--- src/rtl/dtim_pkg.sv ---
package dtim_pkg;
  localparam int BYTE_W = 8;
  localparam int CNT_W  = 16;
  localparam int ADDR_W = 4;
  localparam int NUM_CH = 2;

  localparam logic [ADDR_W-1:0] OFS_T1_CLO = 4'd4;
  localparam logic [ADDR_W-1:0] OFS_T1_CHI = 4'd5;
  localparam logic [ADDR_W-1:0] OFS_T1_LLO = 4'd6;
  localparam logic [ADDR_W-1:0] OFS_T1_LHI = 4'd7;
  localparam logic [ADDR_W-1:0] OFS_T2_LO  = 4'd8;
  localparam logic [ADDR_W-1:0] OFS_T2_HI  = 4'd9;
  localparam logic [ADDR_W-1:0] OFS_MODE   = 4'd11;
  localparam logic [ADDR_W-1:0] OFS_FLAG   = 4'd13;
  localparam logic [ADDR_W-1:0] OFS_MASK   = 4'd14;

  localparam int BIT_FREE   = 6;
  localparam int BIT_SETCLR = 7;
  localparam int BIT_ANY    = 7;

  localparam logic [CNT_W-1:0] T1_RST_LATCH = 16'h1FFF;

  // flag/enable bit position of channel ch in the flag and mask registers
  function automatic int flag_pos(int ch);
    return 6 - ch;
  endfunction
endpackage

--- src/rtl/dtim_chan.sv ---
module dtim_chan
  import dtim_pkg::*;
#(
  parameter int              W         = CNT_W,
  parameter int              BW        = BYTE_W,
  parameter bit              HAS_FREE  = 1'b0,
  parameter logic [W-1:0]    RST_LATCH = '0,
  parameter bit              RST_RUN   = 1'b0,
  parameter bit              RST_FREE  = 1'b0
) (
  input  logic          clk,
  input  logic          rst,
  input  logic          tick,
  input  logic          wr_lo,
  input  logic          wr_load,
  input  logic          wr_hi,
  input  logic          mode_we,
  input  logic          mode_free,
  input  logic [BW-1:0] wr_data,
  output logic [W-1:0]  cnt_o,
  output logic [W-1:0]  latch_o,
  output logic          run_o,
  output logic          free_o,
  output logic          uf_o
);
  localparam int HI_W = W - BW;

  logic [W-1:0] cnt_q;
  logic [W-1:0] latch_q;
  logic         run_q;
  logic         free_q;
  logic         uf;
  logic         mode_start;

  assign uf         = run_q && tick && (cnt_q == '0) && !wr_load;
  assign mode_start = HAS_FREE && mode_we && mode_free;

  generate
    if (HAS_FREE) begin : g_free
      always_ff @(posedge clk) begin
        if (rst)          free_q <= RST_FREE;
        else if (mode_we) free_q <= mode_free;
      end
    end else begin : g_oneshot
      assign free_q = 1'b0;
    end
  endgenerate

  always_ff @(posedge clk) begin
    if (rst) begin
      cnt_q   <= '0;
      latch_q <= RST_LATCH;
      run_q   <= RST_RUN;
    end else begin
      if (wr_lo)
        latch_q[BW-1:0] <= wr_data;
      if (wr_load || wr_hi)
        latch_q[W-1:BW] <= wr_data[HI_W-1:0];
      if (wr_load) begin
        cnt_q <= {wr_data[HI_W-1:0], latch_q[BW-1:0]};
        run_q <= 1'b1;
      end else begin
        if (run_q && tick)
          cnt_q <= (cnt_q == '0) ? latch_q : cnt_q - 1'b1;
        if (uf && !free_q)
          run_q <= 1'b0;
        if (mode_start)
          run_q <= 1'b1;
      end
    end
  end

  assign cnt_o   = cnt_q;
  assign latch_o = latch_q;
  assign run_o   = run_q;
  assign free_o  = free_q;
  assign uf_o    = uf;

  // one step down per tick while running
  a_r5_count_down: assert property (@(posedge clk) disable iff (rst)
    run_q && tick && !wr_load && cnt_q != '0 |=> cnt_q == $past(cnt_q) - W'(1));
  // reload from the latch on underflow
  a_r5_reload: assert property (@(posedge clk) disable iff (rst)
    run_q && tick && !wr_load && !wr_lo && !wr_hi && cnt_q == '0 |=> cnt_q == $past(latch_q));
  // one-shot stops after underflow
  a_r5_stop: assert property (@(posedge clk) disable iff (rst)
    uf && !free_q && !mode_start |=> !run_q);
  // high write loads and starts
  a_r3_start: assert property (@(posedge clk) disable iff (rst)
    wr_load |=> run_o && cnt_q[BW-1:0] == $past(latch_q[BW-1:0]));
  // latch-only writes leave the counter alone
  a_r4_hold: assert property (@(posedge clk) disable iff (rst)
    (wr_hi || wr_lo) && !tick && !wr_load |=> $stable(cnt_q));
endmodule

--- src/rtl/dtim_intc.sv ---
module dtim_intc
  import dtim_pkg::*;
#(
  parameter int                NCH    = NUM_CH,
  parameter int                BW     = BYTE_W,
  parameter logic [NCH-1:0]    RST_EN = 2'b10
) (
  input  logic           clk,
  input  logic           rst,
  input  logic [NCH-1:0] uf,
  input  logic [NCH-1:0] clr,
  input  logic           flag_we,
  input  logic           mask_we,
  input  logic [BW-1:0]  wr_data,
  output logic [NCH-1:0] flag_o,
  output logic [NCH-1:0] en_o,
  output logic           irq_o
);
  logic [NCH-1:0] flag_q;
  logic [NCH-1:0] en_q;
  logic [NCH-1:0] clr_all;
  logic           irq_q;
  logic [BW-1:0]  wdat_unused;

  assign wdat_unused = wr_data;

  generate
    for (genvar i = 0; i < NCH; i++) begin : g_ch
      localparam int FP = flag_pos(i);

      assign clr_all[i] = clr[i] || (flag_we && wr_data[FP]);

      always_ff @(posedge clk) begin
        if (rst)                          flag_q[i] <= 1'b0;
        else if (uf[i] && en_q[i])        flag_q[i] <= 1'b1;
        else if (clr_all[i])              flag_q[i] <= 1'b0;
      end

      always_ff @(posedge clk) begin
        if (rst)                          en_q[i] <= RST_EN[i];
        else if (mask_we && wr_data[FP])  en_q[i] <= wr_data[BIT_SETCLR];
      end

      // a masked underflow raises no flag
      a_r7_masked: assert property (@(posedge clk) disable iff (rst)
        uf[i] && !en_q[i] && !flag_q[i] |=> !flag_q[i]);
      // a clear without a new event leaves the flag low
      a_r9_clear: assert property (@(posedge clk) disable iff (rst)
        clr_all[i] && !uf[i] |=> !flag_q[i]);
    end
  endgenerate

  always_ff @(posedge clk) begin
    if (rst) irq_q <= 1'b0;
    else     irq_q <= |(flag_q & en_q);
  end

  assign flag_o = flag_q;
  assign en_o   = en_q;
  assign irq_o  = irq_q;

  // request falls one cycle after no enabled flag remains
  a_r11_drop: assert property (@(posedge clk) disable iff (rst)
    !(|(flag_q & en_q)) |=> !irq_o);
endmodule

--- src/rtl/dtim_regif.sv ---
module dtim_regif
  import dtim_pkg::*;
#(
  parameter int AW  = ADDR_W,
  parameter int BW  = BYTE_W,
  parameter int W   = CNT_W,
  parameter int NCH = NUM_CH
) (
  input  logic           clk,
  input  logic           rst,
  input  logic [AW-1:0]  addr,
  input  logic           wr_en,
  input  logic           rd_en,
  input  logic [W-1:0]   cnt1,
  input  logic [W-1:0]   latch1,
  input  logic           free1,
  input  logic [W-1:0]   cnt2,
  input  logic [NCH-1:0] flags,
  input  logic [NCH-1:0] ens,
  output logic           t1_wr_lo,
  output logic           t1_wr_load,
  output logic           t1_wr_hi,
  output logic           t2_wr_lo,
  output logic           t2_wr_load,
  output logic           mode_we,
  output logic           flag_we,
  output logic           mask_we,
  output logic           rd_clr1,
  output logic           rd_clr2,
  output logic [BW-1:0]  rd_data_o
);
  logic [BW-1:0] rd_mux;
  logic [BW-1:0] flag_byte;
  logic [BW-1:0] mask_byte;
  logic [BW-1:0] rd_q;

  assign t1_wr_lo   = wr_en && (addr == OFS_T1_CLO || addr == OFS_T1_LLO);
  assign t1_wr_load = wr_en && (addr == OFS_T1_CHI);
  assign t1_wr_hi   = wr_en && (addr == OFS_T1_LHI);
  assign t2_wr_lo   = wr_en && (addr == OFS_T2_LO);
  assign t2_wr_load = wr_en && (addr == OFS_T2_HI);
  assign mode_we    = wr_en && (addr == OFS_MODE);
  assign flag_we    = wr_en && (addr == OFS_FLAG);
  assign mask_we    = wr_en && (addr == OFS_MASK);
  assign rd_clr1    = rd_en && (addr == OFS_T1_CLO);
  assign rd_clr2    = rd_en && (addr == OFS_T2_LO);

  always_comb begin
    flag_byte = '0;
    mask_byte = '0;
    for (int i = 0; i < NCH; i++) begin
      flag_byte[flag_pos(i)] = flags[i];
      mask_byte[flag_pos(i)] = ens[i];
    end
    flag_byte[BIT_ANY]    = |flags;
    mask_byte[BIT_SETCLR] = 1'b1;
  end

  always_comb begin
    rd_mux = '0;
    case (addr)
      OFS_T1_CLO: rd_mux = cnt1[BW-1:0];
      OFS_T1_CHI: rd_mux = cnt1[W-1:BW];
      OFS_T1_LLO: rd_mux = latch1[BW-1:0];
      OFS_T1_LHI: rd_mux = latch1[W-1:BW];
      OFS_T2_LO:  rd_mux = cnt2[BW-1:0];
      OFS_T2_HI:  rd_mux = cnt2[W-1:BW];
      OFS_MODE:   rd_mux[BIT_FREE] = free1;
      OFS_FLAG:   rd_mux = flag_byte;
      OFS_MASK:   rd_mux = mask_byte;
      default:    rd_mux = '0;
    endcase
  end

  always_ff @(posedge clk) begin
    if (rst)        rd_q <= '0;
    else if (rd_en) rd_q <= rd_mux;
  end

  assign rd_data_o = rd_q;

  // read data holds between reads
  a_r8_hold: assert property (@(posedge clk) disable iff (rst)
    !rd_en |=> $stable(rd_data_o));
  // unmapped offset reads zero
  a_r8_unmapped: assert property (@(posedge clk) disable iff (rst)
    rd_en && addr == '0 |=> rd_data_o == '0);
endmodule

--- src/rtl/dual_timer.sv ---
module dual_timer
  import dtim_pkg::*;
#(
  parameter int AW = ADDR_W,
  parameter int BW = BYTE_W,
  parameter int W  = CNT_W
) (
  input  logic          clk,
  input  logic          rst,
  input  logic          tick,
  input  logic [AW-1:0] addr,
  input  logic          wr_en,
  input  logic [BW-1:0] wr_data,
  input  logic          rd_en,
  output logic [BW-1:0] rd_data,
  output logic          irq
);
  localparam int NCH = NUM_CH;

  logic t1_wr_lo, t1_wr_load, t1_wr_hi, t2_wr_lo, t2_wr_load;
  logic mode_we, flag_we, mask_we, rd_clr1, rd_clr2;
  logic [W-1:0] cnt1, latch1, cnt2, t2_latch_unused;
  logic run1, run2, free1, free2_unused;
  logic [NCH-1:0] uf, clr, flags, ens;

  dtim_chan #(
    .W(W), .BW(BW), .HAS_FREE(1'b1),
    .RST_LATCH(T1_RST_LATCH), .RST_RUN(1'b1), .RST_FREE(1'b1)
  ) u_t1 (
    .clk(clk), .rst(rst), .tick(tick),
    .wr_lo(t1_wr_lo), .wr_load(t1_wr_load), .wr_hi(t1_wr_hi),
    .mode_we(mode_we), .mode_free(wr_data[BIT_FREE]), .wr_data(wr_data),
    .cnt_o(cnt1), .latch_o(latch1), .run_o(run1), .free_o(free1), .uf_o(uf[0])
  );

  dtim_chan #(
    .W(W), .BW(BW), .HAS_FREE(1'b0),
    .RST_LATCH('0), .RST_RUN(1'b0), .RST_FREE(1'b0)
  ) u_t2 (
    .clk(clk), .rst(rst), .tick(tick),
    .wr_lo(t2_wr_lo), .wr_load(t2_wr_load), .wr_hi(1'b0),
    .mode_we(1'b0), .mode_free(1'b0), .wr_data(wr_data),
    .cnt_o(cnt2), .latch_o(t2_latch_unused), .run_o(run2), .free_o(free2_unused),
    .uf_o(uf[1])
  );

  assign clr[0] = t1_wr_load || t1_wr_hi || rd_clr1;
  assign clr[1] = t2_wr_load || rd_clr2;

  dtim_intc #(.NCH(NCH), .BW(BW), .RST_EN(2'b10)) u_intc (
    .clk(clk), .rst(rst), .uf(uf), .clr(clr),
    .flag_we(flag_we), .mask_we(mask_we), .wr_data(wr_data),
    .flag_o(flags), .en_o(ens), .irq_o(irq)
  );

  dtim_regif #(.AW(AW), .BW(BW), .W(W), .NCH(NCH)) u_regif (
    .clk(clk), .rst(rst), .addr(addr), .wr_en(wr_en), .rd_en(rd_en),
    .cnt1(cnt1), .latch1(latch1), .free1(free1), .cnt2(cnt2),
    .flags(flags), .ens(ens),
    .t1_wr_lo(t1_wr_lo), .t1_wr_load(t1_wr_load), .t1_wr_hi(t1_wr_hi),
    .t2_wr_lo(t2_wr_lo), .t2_wr_load(t2_wr_load),
    .mode_we(mode_we), .flag_we(flag_we), .mask_we(mask_we),
    .rd_clr1(rd_clr1), .rd_clr2(rd_clr2), .rd_data_o(rd_data)
  );

  // a stopped timer 2 holds its counter
  a_r5_t2_idle: assert property (@(posedge clk) disable iff (rst)
    !run2 && !t2_wr_load |=> $stable(cnt2));
  // timer 1 holds its counter when stopped
  a_r1_t1_idle: assert property (@(posedge clk) disable iff (rst)
    !run1 && !t1_wr_load && !(mode_we && wr_data[BIT_FREE]) |=> $stable(cnt1));
endmodule

--- config.mk ---
export PLATFORM = sky130hd
export DESIGN_NAME = dual_timer
export DESIGN_NICKNAME = d
export VERILOG_FILES = /design/src/rtl/dtim_pkg.sv /design/src/rtl/dtim_chan.sv /design/src/rtl/dtim_intc.sv /design/src/rtl/dtim_regif.sv /design/src/rtl/dual_timer.sv
export SDC_FILE = /design/constraint.sdc
export NUM_CORES = 1
export LEC_CHECK = 0
export BUFFER_PORTS_ARGS = -buffer_cell sky130_fd_sc_hd__clkbuf_2
export CAP_MARGIN = 20
export CORE_ASPECT_RATIO = 2
export CORE_UTILIZATION = 39
export CTS_CLUSTER_DIAMETER = 30
export DETAILED_ROUTE_END_ITERATION = 7
export PLACE_DENSITY = 0.6
export SYNTH_ARGS = -nofsm -noshare
export SYNTH_HDL_FRONTEND = slang
export SYNTH_SLANG_ARGS = --single-unit
--- constraint.sdc ---
create_clock -name clk -period 6 [get_ports clk]
set_input_delay 0.9 -clock clk [delete_from_list [all_inputs] [get_ports clk]]
set_output_delay 0.9 -clock clk [all_outputs]
set_load 0.1 [all_outputs]
[Word-level counts from Yosys, hierarchy flattened]
Index checks and enable logic that the tools add are counted.
Word-level totals
  bits in registers: 80
  input bits: 17
  output and inout bits: 9
  logic and storage cells: 85
Cells by class
  add/sub/neg operators: 2
  equal/unequal tests: 9
  multiplexer cells: 15
  bitwise logic cells: 1
  reductions and logical operators: 43
Operators with widths (number)
  $mux 16: 6
  $pmux 6 s8: 1
  $logic_not 16->1: 2
  $sub 16x1->16 const B: 2
  $logic_and 1x1->1: 24
  $eq 4x4->1 const B: 5
  $eq 4x3->1 const B: 4
  $reduce_bool 2->1: 5
  $pmux 1 s9: 1
  $pmux 1 s8: 1
  $logic_or 1x1->1: 6
  $mux 1: 6
  $reduce_or 2->1: 2
  $logic_not 1->1: 3
  $reduce_or 3->1: 1
  $and 2x2->2: 1

[Depth between registers and ports, before layout]
Gate-level depths: netlist (run 1).
  depth in word-level cells: 7
  gate-level depth with buffers: 10
  mapped depth without buffers: 7

[Modules after synthesis]
From an unflattened synthesis (run 1), not the netlist that was laid out.
Unflattened totals
  cells, all modules: 598
  area, all modules: 4862.2 um^2
By module, submodules not included
  dtim_chan at u_t2: instances 1, cells each 227, area each 1881.8 um^2, sequential area each 660.6 um^2
  dtim_chan at u_t1: instances 1, cells each 230, area each 1854.3 um^2, sequential area each 680.7 um^2
  dtim_regif: instances 1, cells each 117, area each 923.4 um^2, sequential area each 160.2 um^2
  dtim_intc: instances 1, cells each 21, area each 186.4 um^2, sequential area each 100.1 um^2
  dual_timer: instances 1, cells each 3, area each 16.3 um^2, sequential area each 0.0 um^2

[Worst setup path after synthesis (run 1)]
Ideal clock, no wire load.
  path type: input to register
  from: in wr_en
  to: reg u_t1.cnt_q[13] (netlist: u_t1.cnt_o[13])
  setup time: 0.134 ns
  data arrival time: 2.246 ns
  data required time: 5.866 ns
  setup slack: 3.620 ns
  stages on the path: 8
  path buffers: 3
  cells stage by stage: clkbuf_1 > nand3b_1 > or2_2 > buf_2 > clkbuf_1 > nand3_1 > a21boi_0 > o22ai_1
On the way
  cells in the longest elaborated chain, start to end: 2
  elaborated cells between the ends (all ways): 3
  those cells by class: mux: 1; reduce/logical: 2
Ends and longest elaborated chain
  start, declared: line dual_timer.sv:12  | input logic wr_en,
  $logic_and 1x1->1 *: line dtim_regif.sv:38  | assign t1_wr_load = wr_en && (addr == OFS_T1_CHI);
  $mux 16 / $reduce_bool 2->1 (equally long branches)
  end signal, assigned: line dtim_chan.sv:60  | cnt_q <= {wr_data[HI_W-1:0], latch_q[BW-1:0]};
  end signal, assigned: line dtim_chan.sv:64  | cnt_q <= (cnt_q == '0) ? latch_q : cnt_q - 1'b1;
  end, declared: line dtim_chan.sv:28  | logic [W-1:0] cnt_q;
Mark *: on every way between the ends. The rest lies on a longest branch, timed or not.
A chain may end at the register's enable or synchronous reset.

[Worst setup path after layout (run 1)]
  from: in addr[0]
  to: reg u_t1.cnt_q[7] (netlist: u_t1.cnt_o[7])
On the way
  cells in the longest elaborated chain, start to end: 3
  elaborated cells between the ends (all ways): 4
  those cells by class: eq/ne: 1; mux: 1; reduce/logical: 2
Ends and longest elaborated chain
  start, declared: line dual_timer.sv:11  | input logic [AW-1:0] addr,
  $eq 4x3->1 *: line dtim_regif.sv:38
  $logic_and 1x1->1 *: line dtim_regif.sv:38
  $mux 16 / $reduce_bool 2->1 (equally long branches)
Marked as above.

==> results of run 1 <==
-- through the flow --
stage	total power [mW]	cell area [um^2]
floorplan	1.091	4646
global placement	1.240	4795
detailed placement	1.248	4795
CTS	1.810	5102
global route	1.904	5102
finish	1.816	5102
-- sequential cells by signal, summed over array words and instances (netlist names) --
name and cells:
u_t1.free_o 1, u_intc.irq_o 1, u_t1.latch_o 16, u_regif.rd_data_o 8, u_t1.cnt_o 16, u_t2.run_o 1
u_t2.cnt_o 16, u_intc.flag_o 2, u_intc.en_o 2, u_t2.latch_o 16, u_t1.run_o 1
-- synth_stat cells, drive strengths merged, types with 5 or more instances --
| library cell | n | area, um^2 |
|---|---|---|
| nand2 | 82 | 307.8 |
| dfxtp | 80 | 1602 |
| nor2 | 50 | 190.2 |
| nand3 | 45 | 225.2 |
| a21oi | 41 | 205.2 |
| clkbuf | 37 | 138.9 |
| o21ai | 31 | 155.2 |
| nor3 | 16 | 80.08 |
| mux2i | 12 | 120.1 |
| nor4 | 12 | 138.9 |
| o22ai | 12 | 75.07 |
| a22oi | 11 | 82.58 |
| inv | 11 | 41.29 |
| nor2b | 11 | 68.82 |
| a31oi | 9 | 56.30 |
| buf | 9 | 47.54 |
| mux2 | 9 | 101.4 |
| nand2b | 9 | 56.30 |
| nand4 | 9 | 56.30 |
| a32oi | 8 | 70.07 |
| o211ai | 8 | 60.06 |
| a21boi | 6 | 45.04 |
| xnor2 | 6 | 52.55 |
| a211oi | 5 | 42.54 |
| o21a | 5 | 37.54 |
| or4 | 5 | 45.04 |
-- power by group through the flow --
stage                     logic, mW  clock network, mW  registers, mW
final                         0.578              0.566          0.672
after global placement        0.561                  0          0.678
after CTS                     0.570              0.572          0.668
after global routing          0.634              0.593          0.677
after floorplan               0.447                  0          0.645
after detailed placement      0.568                  0          0.680
-- per-layer routing --
layer,GRT usage,vias to the layer above,share of wire
li1,-,2200,-
met1,0.2786,2250,0.34
met2,0.4967,194,0.53
met3,0.04315,77,0.046
met4,0.2312,0,0.083
met5,0,-,0
-- final timing paths --
check,start,end
worst max register to register,u_t1.cnt_o[2],u_t1.cnt_o[11]
worst max-delay path,addr[0],u_t1.cnt_o[7]
worst min-delay path,u_t2.latch_o[9],u_t2.latch_o[9]
worst min register to register,u_t2.latch_o[9],u_t2.latch_o[9]
-- cell usage in the layout (no fill, tap or decap), types with 9 or more instances in the layout --
master,count
nor3_1,16
nand2_1,82
dfxtp_1,80
a22oi_1,11
mux2i_1,12
a21oi_1,41
inv_1,11
nand4_1,9
nand3_1,45
o22ai_1,12
nand2b_1,9
o21ai_0,31
a31oi_1,9
nor2b_1,11
mux2_2,9
clkbuf_2,25
clkbuf_16,9
nor2_1,49
-- cells by family (layout without fill, tap and decap cells) --
kind of cell             Yosys count  after routing
XOR/XNOR                           7              7
AND/OR/NAND/NOR                  261            261
adder cells (fa/ha/maj)            4              4
AO/OA/AOI/OAI                    169            169
multiplexers                      22             22
buffers and inverters             58             56
flip-flops                        80             80
-- critical path, stage by stage --
cell,delay [ns]
clkbuf_2,0.51
nand3b_1,0.30
nor2_1,0.83
nor2_1,0.31
nand4_1,0.19
a31oi_1,0.09
-- area by class of cell --
type                       instances  share of cell area
clock buffer                      11             0.04953
clock inverter                     5             0.01079
inverter                          12            0.008828
multi-input combinational        463              0.5525
sequential                        80              0.3139
tap                              145             0.03556
timing repair buffer              28             0.02894
==> flow_metrics.env, run 1 <==
export IMPL_ys_types=66
export IMPL_ys_ff_latch=80
export IMPL_synth_compound_area_share=0.2413
export IMPL_ant_nets=0
export IMPL_setup_violations=0
export IMPL_yosys_area_share_adder=0.01077
export IMPL_worstPathRequired_ns=6.19
export IMPL_fin_cells=744
export IMPL_die_w_um=79.18
export IMPL_crit_path_end_kind="flop"
export IMPL_max_slew_margin=0.3280
export IMPL_cts_root_buf="clkbuf_16"
export IMPL_avgSynthCellArea_um2=7.730
export IMPL_seq_area_um2=1602
export IMPL_vias=4721
export IMPL_synth_edf_count=0
export IMPL_synth_mux_area_frac=0.05252
export IMPL_clockPowerShare=0.312
export IMPL_nets=615
export IMPL_grt_setup_unrepaired="false"
export IMPL_totalWireLength_um=16280
export IMPL_swShare=0.3701
export IMPL_setup_ws_ns=3.052
export IMPL_p_int_mw=1.144
export IMPL_tightestPinTransition_ns=1.004
export IMPL_numPortBuffers=25
export IMPL_start_kind="input pin"
export IMPL_comb_power_share=0.318
export IMPL_tns_ns=0
export IMPL_maxCapViolations=0
export IMPL_rr_worst_depth=5
export IMPL_die_h_um=156.4
export IMPL_whs_ns=0.4557
export IMPL_nFillCells=1232
export IMPL_whs_path_depth=2
export IMPL_grt_pass1_wl_um=25720
export IMPL_post_place_ws_ns=2.738
export IMPL_insertedDiodeCount=0
export IMPL_postCtsSetupBuffers=0
export IMPL_ir_worst_vdd_uv=146.2
export IMPL_drive_gt1_frac=0.1185
export IMPL_synthArstFlopShare=0
export IMPL_p_leak_nw=1.773
export IMPL_insertion_delay_ns=0.34
export IMPL_h_tree_depth=3
export IMPL_critPathArrivalTime_ns=3.14
export IMPL_hold_class="flop to flop"
export IMPL_ys_flop_type="dfxtp_1"
export IMPL_p_per_area_nw_per_um2=355.8
export IMPL_multi_input_area_um2=2819
export IMPL_coreArea_um2=11630
export IMPL_grt_max_degree=66
export IMPL_finalCritPeriodShare=0.4913
export IMPL_rows=56
export IMPL_antenna_found_initial=0
export IMPL_status="complete, no violations"
export IMPL_grt_usage=0.2796
export IMPL_first_global_vias=4557
export IMPL_synthSimpleGateAreaFrac=0.2876
export IMPL_yosysWarnings=0
export IMPL_wire_per_inst_um=21.88
export IMPL_post_cts_resized=0
export IMPL_gp_congestion=0.9266
export IMPL_grt_overflow=0
export IMPL_p_switching_mw=0.6719
export IMPL_synth_top_family_by_area="simple AND/OR/NAND/NOR gates"
export IMPL_drcViolationCount=0
export IMPL_drv_slew=0
export IMPL_yosysSeqAreaShare=0.3447
export IMPL_synthXorXnorAreaFrac=0.01320
export IMPL_final_hold_viol_count=0
export IMPL_clock_fmax_ghz=0.3393
export IMPL_vias_per_cell=6.345
export IMPL_cts_sinks=80
export IMPL_synth_net_count=622
export IMPL_crit_type="input pin to flop"
export IMPL_cts_tree="done"
export IMPL_cts_clk_slew_worst_paths_ns=0.06
export IMPL_numCtsBuffers=9
export IMPL_path_max_fanout=30
export IMPL_dp_hpwl_um=11880
export IMPL_pwr_share_seq=0.370
export IMPL_clk_path_buf_depth=2
export IMPL_r2r_setup_slack_ns=3.51
export IMPL_ctsHoldBuffers=0
export IMPL_initial_core_util=0.3994
export IMPL_syn_inst=601
export IMPL_syn2layout_area_growth_pct=9.830
export IMPL_dp_cells=728
export IMPL_fin_crit_ns=2.948
export IMPL_utilization=0.4387
export IMPL_drtPass1Iterations=5
export IMPL_drtIter0Drc=344
export IMPL_boundaryPins=26
export IMPL_synth_cell_area_um2=4646
export IMPL_fin_worst_skew_ns=0.005968
export IMPL_die_area_um2=12380
Note: power is estimated with default switching activity, not from simulation.
==> run 2, diff against run 1 <==
==> constraint.sdc (replaced) <==
create_clock -name clk -period 2.9 [get_ports clk]
set_input_delay 0.435 -clock clk [delete_from_list [all_inputs] [get_ports clk]]
set_output_delay 0.435 -clock clk [all_outputs]
set_load 0.1 [all_outputs]
==> run 2 against run 1 <==
Effect of this change:
- clock skew rose by 0.00092 ns
- worst hold slack got worse by 0.0091 ns
- core utilization rose by 0.77 points
- combinational power rose by 110%
- clock power rose by 130%
- count of clock-buffer cells in the layout did not move
- die area did not move
- largest cell class unchanged
- register-to-register slack got worse by 3.2 ns
- final cell count rose by 1.1%
- setup slack got worse by 2.7 ns
==> flow_metrics.env, run 2 (synthesis gave the netlist of run 1 again) <==
export IMPL_cts_root_buf="clkbuf_16"
export IMPL_post_cts_resized=0
export IMPL_hold_class="input pin to flop"
export IMPL_nets=623
export IMPL_drtPass1Iterations=6
export IMPL_die_h_um=156.4
export IMPL_comb_power_share=0.312
export IMPL_coreArea_um2=11630
export IMPL_drive_gt1_frac=0.1269
export IMPL_boundaryPins=26
export IMPL_final_cell_area_um2=5192
export IMPL_antenna_found_initial=0
export IMPL_insertedDiodeCount=0
export IMPL_p_leak_nw=1.821
export IMPL_insertion_delay_ns=0.35
export IMPL_clock_fmax_ghz=0.3895
export IMPL_swShare=0.3669
export IMPL_path_max_fanout=13
export IMPL_post_place_ws_ns=0.4071
export IMPL_grt_pass1_wl_um=26030
export IMPL_vias=4805
export IMPL_status="complete, no violations"
export IMPL_r2r_setup_slack_ns=0.33
export IMPL_cts_clk_slew_worst_paths_ns=0.06
export IMPL_clk_path_buf_depth=2
export IMPL_wire_per_inst_um=22.70
export IMPL_ctsHoldBuffers=0
export IMPL_numPortBuffers=25
export IMPL_drcViolationCount=0
export IMPL_first_global_vias=4561
export IMPL_initial_core_util=0.3994
export IMPL_cts_sinks=80
export IMPL_cp_slowest_cell="and4_1"
export IMPL_numCtsBuffers=9
export IMPL_max_slew_margin=0.4813
export IMPL_final_cell_mix="nand2_1, dfxtp_1, nor2_1"
export IMPL_worstPathRequired_ns=3.16
export IMPL_startpoint="u_t1.cnt_o[0]"
export IMPL_tightestPinTransition_ns=0.7716
export IMPL_drv_slew=0
export IMPL_final_hold_viol_count=0
export IMPL_ir_worst_vdd_uv=394.4
export IMPL_grt_setup_unrepaired="false"
export IMPL_r2r_start="u_t1.cnt_o[0]"
export IMPL_clockPowerShare=0.333
export IMPL_start_kind="flop"
export IMPL_dp_hpwl_um=12610
export IMPL_tns_ns=0
export IMPL_vias_per_cell=6.390
export IMPL_ant_nets=0
export IMPL_crit_chain="inv_1 -> ha_1 -> nor4b_1 -> and4_1 -> o21ai_0 -> a31o_2 -> a211oi_1"
export IMPL_cts_tree="done"
export IMPL_grt_max_degree=26
export IMPL_max_stage_delay_ns=0.60
export IMPL_p_per_area_nw_per_um2=761.3
export IMPL_pwr_share_seq=0.355
export IMPL_finalCritPeriodShare=0.8853
export IMPL_grt_usage=0.2870
export IMPL_p_int_mw=2.503
export IMPL_layout_commonest_cell="nand2_1"
export IMPL_totalWireLength_um=17070
export IMPL_nFillCells=1238
export IMPL_whs_ns=0.4466
export IMPL_min_from="wr_data[0]"
export IMPL_die_w_um=79.18
export IMPL_maxCapViolations=0
export IMPL_fin_worst_skew_ns=0.006889
export IMPL_critPathArrivalTime_ns=2.83
export IMPL_postCtsSetupBuffers=0
export IMPL_gp_congestion=0.9525
export IMPL_setup_ws_ns=0.3326
export IMPL_die_area_um2=12380
export IMPL_dp_cells=736
export IMPL_utilization=0.4464
export IMPL_grt_overflow=0
export IMPL_syn2layout_area_growth_pct=11.77
export IMPL_drtIter0Drc=394
export IMPL_setup_violations=0
export IMPL_h_tree_depth=3
export IMPL_crit_type="flop to flop"
export IMPL_fin_cells=752
export IMPL_power_mw=3.953
export IMPL_fin_crit_ns=2.567
export IMPL_p_switching_mw=1.450
export IMPL_rows=56
export IMPL_crit_path_end_kind="flop"
export IMPL_placed_area_um2=4855
## run 2: worst paths after layout
kind                            depth (start not counted)               to
worst max-delay path                                    7   u_t1.cnt_o[11]
worst max register to register                          7   u_t1.cnt_o[11]
worst min-delay path                                    3  u_t2.latch_o[8]
worst min register to register                          2  u_t2.latch_o[6]
## run 2: cell type report
cell class / count / area [um^2] / share of cell area
timing repair buffer: 36 / 207.7 / 0.04000
sequential: 80 / 1602 / 0.3084
clock inverter: 5 / 105.1 / 0.02024
inverter: 12 / 45.04 / 0.008675
tap: 145 / 181.4 / 0.03494
clock buffer: 11 / 232.7 / 0.04482
multi-input combinational: 463 / 2819 / 0.5429
## run 2: critical path, delay by kind of cell, from the launching register on
family                     cells  cell delay, ns
adders and majority gates      1            0.22
AOI/OAI and AO/OA              3            0.66
buffers and inverters          1            0.12
DFF                            1            0.35
and+or+nand+nor                2            1.13
## run 2: routing by layer
| layer | routed length (um) | global-route usage | vias up | part of all wire |
|---|---|---|---|---|
| li1 | - | - | 2219 | - |
| met1 | 5883 | 0.2786 | 2302 | 0.34 |
| met2 | 8774 | 0.5037 | 200 | 0.51 |
| met3 | 756 | 0.03673 | 84 | 0.044 |
| met4 | 1655 | 0.2788 | 0 | 0.097 |
| met5 | 0 | 0 | - | 0 |
## run 2: power by group through the flow
stage,clock network [mW],logic (mW),registers [mW]
finish,1.31,1.23,1.41
global route,1.38,1.33,1.41
CTS,1.33,1.21,1.40
detailed placement,0,1.20,1.42
global placement,0,1.20,1.42
floorplan,0,0.924,1.33
